[config.mk]
export PLATFORM = sky130hd
export DESIGN_NAME = fwdenc_chain
export DESIGN_NICKNAME = d
export VERILOG_FILES = /design/src/rtl/fwdenc_pkg.sv /design/src/rtl/fwdenc_scrambler.sv /design/src/rtl/fwdenc_nrzm.sv /design/src/rtl/fwdenc_conv.sv /design/src/rtl/fwdenc_chain.sv
export SDC_FILE = /design/constraint.sdc
export NUM_CORES = 1
export LEC_CHECK = 0
export BUFFER_PORTS_ARGS = -buffer_cell sky130_fd_sc_hd__buf_2
export CAP_MARGIN = 20
export CORE_AREA = 5 5 47 49
export CTS_CLUSTER_SIZE = 25
export DETAILED_ROUTE_END_ITERATION = 7
export DIE_AREA = 0 0 52 54
export HOLD_SLACK_MARGIN = 0.05
export PLACE_DENSITY = 0.71
export SKIP_CTS_REPAIR_TIMING = 1
export SLEW_MARGIN = 20
export SYNTH_ARGS = -nofsm -noshare
export SYNTH_HDL_FRONTEND = slang
export SYNTH_SLANG_ARGS = --single-unit
[constraint.sdc]
create_clock -name clk -period 1.6 [get_ports clk]
set_input_delay 0.24 -clock clk [delete_from_list [all_inputs] [get_ports clk]]
set_output_delay 0.24 -clock clk [all_outputs]
set_load 0.02 [all_outputs]
[src/rtl/fwdenc_pkg.sv]
package fwdenc_pkg;
   typedef struct packed {
      logic scr_on;
      logic diff_on;
      logic conv_on;
   } fwdenc_mode_t;

   function automatic logic parity_mask(input logic [31:0] word, input logic [31:0] mask);
      return ^(word & mask);
   endfunction
endpackage

[src/rtl/fwdenc_scrambler.sv]
module fwdenc_scrambler #(
   parameter int TAP_NEAR = 3,
   parameter int TAP_FAR  = 5
) (
   input  logic clk,
   input  logic rst,
   input  logic stage_on,
   input  logic din,
   input  logic vin,
   output logic dout,
   output logic vout
);
   localparam int HW = TAP_FAR;

   generate
      if (TAP_NEAR < 1 || TAP_FAR <= TAP_NEAR) begin : g_bad_taps
         $error("fwdenc_scrambler: taps must satisfy 1 <= TAP_NEAR < TAP_FAR");
      end
   endgenerate

   logic [HW-1:0] hist;   // hist[0] is the newest scrambled bit
   logic          mixed;

   assign mixed = din ^ hist[TAP_NEAR-1] ^ hist[TAP_FAR-1];

   always_ff @(posedge clk) begin
      if (rst) begin
         hist <= '0;
         dout <= 1'b0;
         vout <= 1'b0;
      end else begin
         vout <= vin;
         if (vin) begin
            if (stage_on) begin
               dout <= mixed;
               hist <= {hist[HW-2:0], mixed};
            end else begin
               dout <= din;
            end
         end
      end
   end

   AST_SCR_BYPASS: assert property (@(posedge clk) disable iff (rst)
      (vout && !stage_on) |-> (dout == $past(din)));
endmodule

[src/rtl/fwdenc_nrzm.sv]
module fwdenc_nrzm (
   input  logic clk,
   input  logic rst,
   input  logic stage_on,
   input  logic din,
   input  logic vin,
   output logic dout,
   output logic vout
);
   logic level;

   always_ff @(posedge clk) begin
      if (rst) begin
         level <= 1'b0;
         dout  <= 1'b0;
         vout  <= 1'b0;
      end else begin
         vout <= vin;
         if (vin) begin
            if (stage_on) begin
               level <= din ^ level;
               dout  <= din ^ level;
            end else begin
               dout <= din;
            end
         end
      end
   end

   AST_NRZM_BYPASS: assert property (@(posedge clk) disable iff (rst)
      (vout && !stage_on) |-> (dout == $past(din)));
endmodule

[src/rtl/fwdenc_conv.sv]
module fwdenc_conv
   import fwdenc_pkg::*;
#(
   parameter int          K     = 7,
   parameter logic [K-1:0] GEN_A = 7'o171,
   parameter logic [K-1:0] GEN_B = 7'o133
) (
   input  logic clk,
   input  logic rst,
   input  logic stage_on,
   input  logic din,
   input  logic vin,
   output logic sym,
   output logic sym_vld
);
   localparam int MW = K - 1;

   generate
      if (K < 3 || K > 16) begin : g_bad_k
         $error("fwdenc_conv: constraint length out of supported range");
      end
      if (!GEN_A[K-1] || !GEN_B[K-1]) begin : g_bad_gen
         $error("fwdenc_conv: generators must tap the current bit");
      end
   endgenerate

   logic [MW-1:0] mem;    // mem[MW-1] is the newest past bit
   logic [K-1:0]  window;
   logic          pend, pend_sym;

   assign window = {din, mem};

   always_ff @(posedge clk) begin
      if (rst) begin
         mem      <= '0;
         pend     <= 1'b0;
         pend_sym <= 1'b0;
         sym      <= 1'b0;
         sym_vld  <= 1'b0;
      end else if (vin) begin
         sym_vld <= 1'b1;
         if (stage_on) begin
            sym      <= parity_mask(32'(window), 32'(GEN_A));
            pend_sym <= parity_mask(32'(window), 32'(GEN_B));
            pend     <= 1'b1;
            mem      <= {din, mem[MW-1:1]};
         end else begin
            sym  <= din;
            pend <= 1'b0;
         end
      end else if (pend) begin
         sym     <= pend_sym;
         sym_vld <= 1'b1;
         pend    <= 1'b0;
      end else begin
         sym_vld <= 1'b0;
      end
   end

   AST_PAIR_FOLLOWS: assert property (@(posedge clk) disable iff (rst)
      (vin && stage_on) |=> sym_vld ##1 sym_vld);
   AST_ONE_PER_BIT: assert property (@(posedge clk) disable iff (rst)
      (sym_vld && !stage_on) |-> $past(vin));
endmodule

[src/rtl/fwdenc_chain.sv]
module fwdenc_chain
   import fwdenc_pkg::*;
#(
   parameter int SCR_NEAR = 3,
   parameter int SCR_FAR  = 5,
   parameter int CONV_K   = 7,
   parameter logic [CONV_K-1:0] CONV_GA = 7'o171,
   parameter logic [CONV_K-1:0] CONV_GB = 7'o133
) (
   input  logic clk,
   input  logic rst,
   input  logic mode_scramble,
   input  logic mode_diff,
   input  logic mode_conv,
   input  logic bit_in,
   input  logic bit_vld,
   output logic sym_out,
   output logic sym_vld
);
   fwdenc_mode_t mode;
   logic s1_d, s1_v, s2_d, s2_v;

   always_ff @(posedge clk) begin
      if (rst) begin
         mode.scr_on  <= mode_scramble;
         mode.diff_on <= mode_diff;
         mode.conv_on <= mode_conv;
      end
   end

   fwdenc_scrambler #(.TAP_NEAR(SCR_NEAR), .TAP_FAR(SCR_FAR)) u_scr (
      .clk(clk), .rst(rst), .stage_on(mode.scr_on),
      .din(bit_in), .vin(bit_vld), .dout(s1_d), .vout(s1_v));

   fwdenc_nrzm u_diff (
      .clk(clk), .rst(rst), .stage_on(mode.diff_on),
      .din(s1_d), .vin(s1_v), .dout(s2_d), .vout(s2_v));

   fwdenc_conv #(.K(CONV_K), .GEN_A(CONV_GA), .GEN_B(CONV_GB)) u_conv (
      .clk(clk), .rst(rst), .stage_on(mode.conv_on),
      .din(s2_d), .vin(s2_v), .sym(sym_out), .sym_vld(sym_vld));

   AST_BIT_SPACING: assert property (@(posedge clk) disable iff (rst)
      (bit_vld && mode.conv_on) |=> !bit_vld);
   AST_RESET_QUIET: assert property (@(posedge clk)
      rst |=> (!sym_vld && !sym_out));
   AST_LATENCY: assert property (@(posedge clk) disable iff (rst)
      (s2_v) |=> sym_vld);
endmodule

==> results.txt <==
CTS buffer count: 3
YS warnings: 0
initial antenna violation count: 0
clk root buf: clkbuf_4
period utilization: 82.9%
WHS Endpoint: mode[1]
Slowest Stage Delay on Critical Path: 0.35 ns
Core Region: 0.00182 mm^2
TritonCTS sink count: 23
slew at the pin closest to its max-slew limit: 0.303 ns
part of the Yosys area used for sequential elements: 55.8%
FMAX: 0.754 GHz
crit path buf inv count: 0
total grt overflow: 0
Total Wirelength: 1380 um
Total GRT Usage: 12.2%
peak supply drop: 0.000600 V
post-layout min period: 1.33 ns
Synth Area in Simple Gates: 19.2%
top-area cell type share of the netlist area: 45.5%
Max-cap violations: 0
setup TNS: 0 ns
Hold/Removal Path Class: in -> reg
Worst Setup Start Kind: flop
vias in the first global route: 633
CP Data Required Time: 1.80 ns
largest family of logic cells by synthesized area: simple AND/OR/NAND/NOR gates
Adder-Cell Fraction of Synth Area: 0%
pre-CTS setup slack: 0.313 ns
global-route wire length before repair: 2530 um
CTS tree: built
syn_nets: 103
Avg WL per Cell: 10.4 um
top cell type by total area after synthesis: dfxtp_1
crit-path max FO: 3
relative slew slack: 79.6%
global placer's final weighted congestion: 0.749
compound-gate portion of the synthesized area: 11.9%
Max Slew Vio Count: 0
HP Start: mode_diff
setup slack, reg-to-reg: 0.27 ns
clock-pin slew on the worst setup and hold paths: 0.13 ns
Routed Antenna Nets: 0
Post-Synth XOR/XNOR Area: 8.96%
Chip Width: 52 um
RSZ-0062 raised after global routing: false
#FFs+latches synth: 23
vias per inst: 4.86
Antenna diodes: 0
cells after synthesis: 96
synthesized area: 880 um^2
syn avg cell area: 9.16 um^2
die area: 0.00281 mm^2
row count: 16
Slowest cell on crit path: dfxtp_1
Nets: 113
area grow syn2layout: 10.7%
DP HPWL: 1030 um
Clk Latency, worst-skew pair: 0.30 ns
setup ws final: 0.273 ns
CP startpoint: u_conv.mem[4]
Vias: 642
Max clock buf depth: 2
Port Buffer Count: 8
Top Ports: 9
Setup CP Type: reg -> reg
static leakage: 0.367 nW
CP arrival: 1.53 ns
status: complete, no violations
path depth of the worst reg2reg path: 4
number of distinct library cells after synthesis: 22
hold_ws: 0.0989 ns
most frequent cells in the layout: nand2_1, dfxtp_1, a21oi_1
multiplexer share of the synthesized area: 1.14%
Die Height: 54 um
H-tree depth: 1
Starting Density: 48.3%
# DRC: 0
Final Hold Vio Count: 0
CP delay by family, top: XOR/XNOR gates
most common cell after layout, fill and taps aside: nand2_1
clock skew: 0.0114 ns
Final setup viols: 0
share of cells above drive strength 1: 14.3%
pwr dens: 957 mW/mm^2
Hold Crit Depth: 1
RR Endpoint: u_conv.pend_sym
largest net degree at the start of global routing: 21
CP Cell Sequence: xor2_1 -> xnor2_1 -> nor4b_1 -> a211o_2
critical path endpoint category: flop
top cells by area, synth: dfxtp_1, edfxtp_1, nand2_1, a21oi_1, xor2_1
DRT iter0 DRCs: 12
reg2reg start: u_conv.mem[4]
Initial DRT Pass Iterations: 4
-- Yosys cell counts --
| cell type | number |
|---|---|
| inv_1 | 3 |
| nor2b_1 | 2 |
| nor4b_1 | 1 |
| xnor2_1 | 3 |
| dfxtp_1 | 20 |
| a21oi_1 | 12 |
| clkbuf_1 | 4 |
| a211o_2 | 1 |
| mux2i_1 | 1 |
| and3_1 | 1 |
| nand3_1 | 6 |
| edfxtp_1 | 3 |
| nand2_2 | 1 |
| and2_1 | 1 |
| o21ai_0 | 1 |
| nor2_1 | 4 |
| xor2_1 | 6 |
| nand2_1 | 21 |
| o311ai_0 | 1 |
| nor3_1 | 1 |
| a211oi_1 | 2 |
| a31oi_1 | 1 |
-- how the worst max path moves through the flow --
stage,slack (ns),to,depth (start not counted)
after floorplan,0.39,u_conv.pend_sym,4
after global placement,0.37,u_conv.pend_sym,4
after detailed placement,0.31,u_conv.pend_sym,4
after CTS,0.29,u_conv.pend_sym,4
after global routing,0.22,u_conv.pend_sym,4
final,0.27,u_conv.pend_sym,4
-- where the power goes --
part,switching (mW),internal [mW]
registers,0.0147,0.603
logic,0.0346,0.0232
clock network,0.163,0.0931
total,0.213,0.719
-- cell families after synthesis --
kind of cell,count (synthesis)
AOI/OAI and AO/OA,18
xor gates and xnor gates,9
buffers and inverters,7
and+or+nand+nor,38
DFF,23
muxes,1
-- stage by stage --
step	area, um^2	std cells	power (mW)	util [%]
2_1_floorplan	880	96	0.668	-
3_5_place_dp	946	128	0.690	51.9
3_3_place_gp	946	128	0.688	51.9
5_1_grt	973	132	0.977	53.4
6_report	973	132	0.932	53.4
4_1_cts	973	132	0.943	53.4
-- layout make-up --
type | instances | area (um^2)
inverters | 3 | 11.3
flip-flops and latches | 23 | 490
clock buffers | 3 | 22.5
multi-input cells | 66 | 363
repair buffers | 9 | 47.5
well taps | 27 | 33.8
fillers | 161 | 848
clock inverters | 1 | 5.00
-- sequential cells by signal, indices dropped and copies added (netlist names) --
register,flops
u_scr.hist,5
u_diff.dout,1
u_diff.level,1
u_scr.vout,1
u_conv.pend,1
u_conv.mem,6
u_conv.pend_sym,1
u_scr.dout,1
u_conv.sym,1
u_diff.vout,1
mode,3
u_conv.sym_vld,1
-- routing by layer --
layer	track usage [%]	share of wire, %	up-vias
met5	0	0	-
met4	6.55	0.87	0
met3	2.49	2.9	2
met2	22.6	51	6
met1	12.8	45	296
li1	-	-	338
No activity file was read; power rests on OpenSTA's default activity.
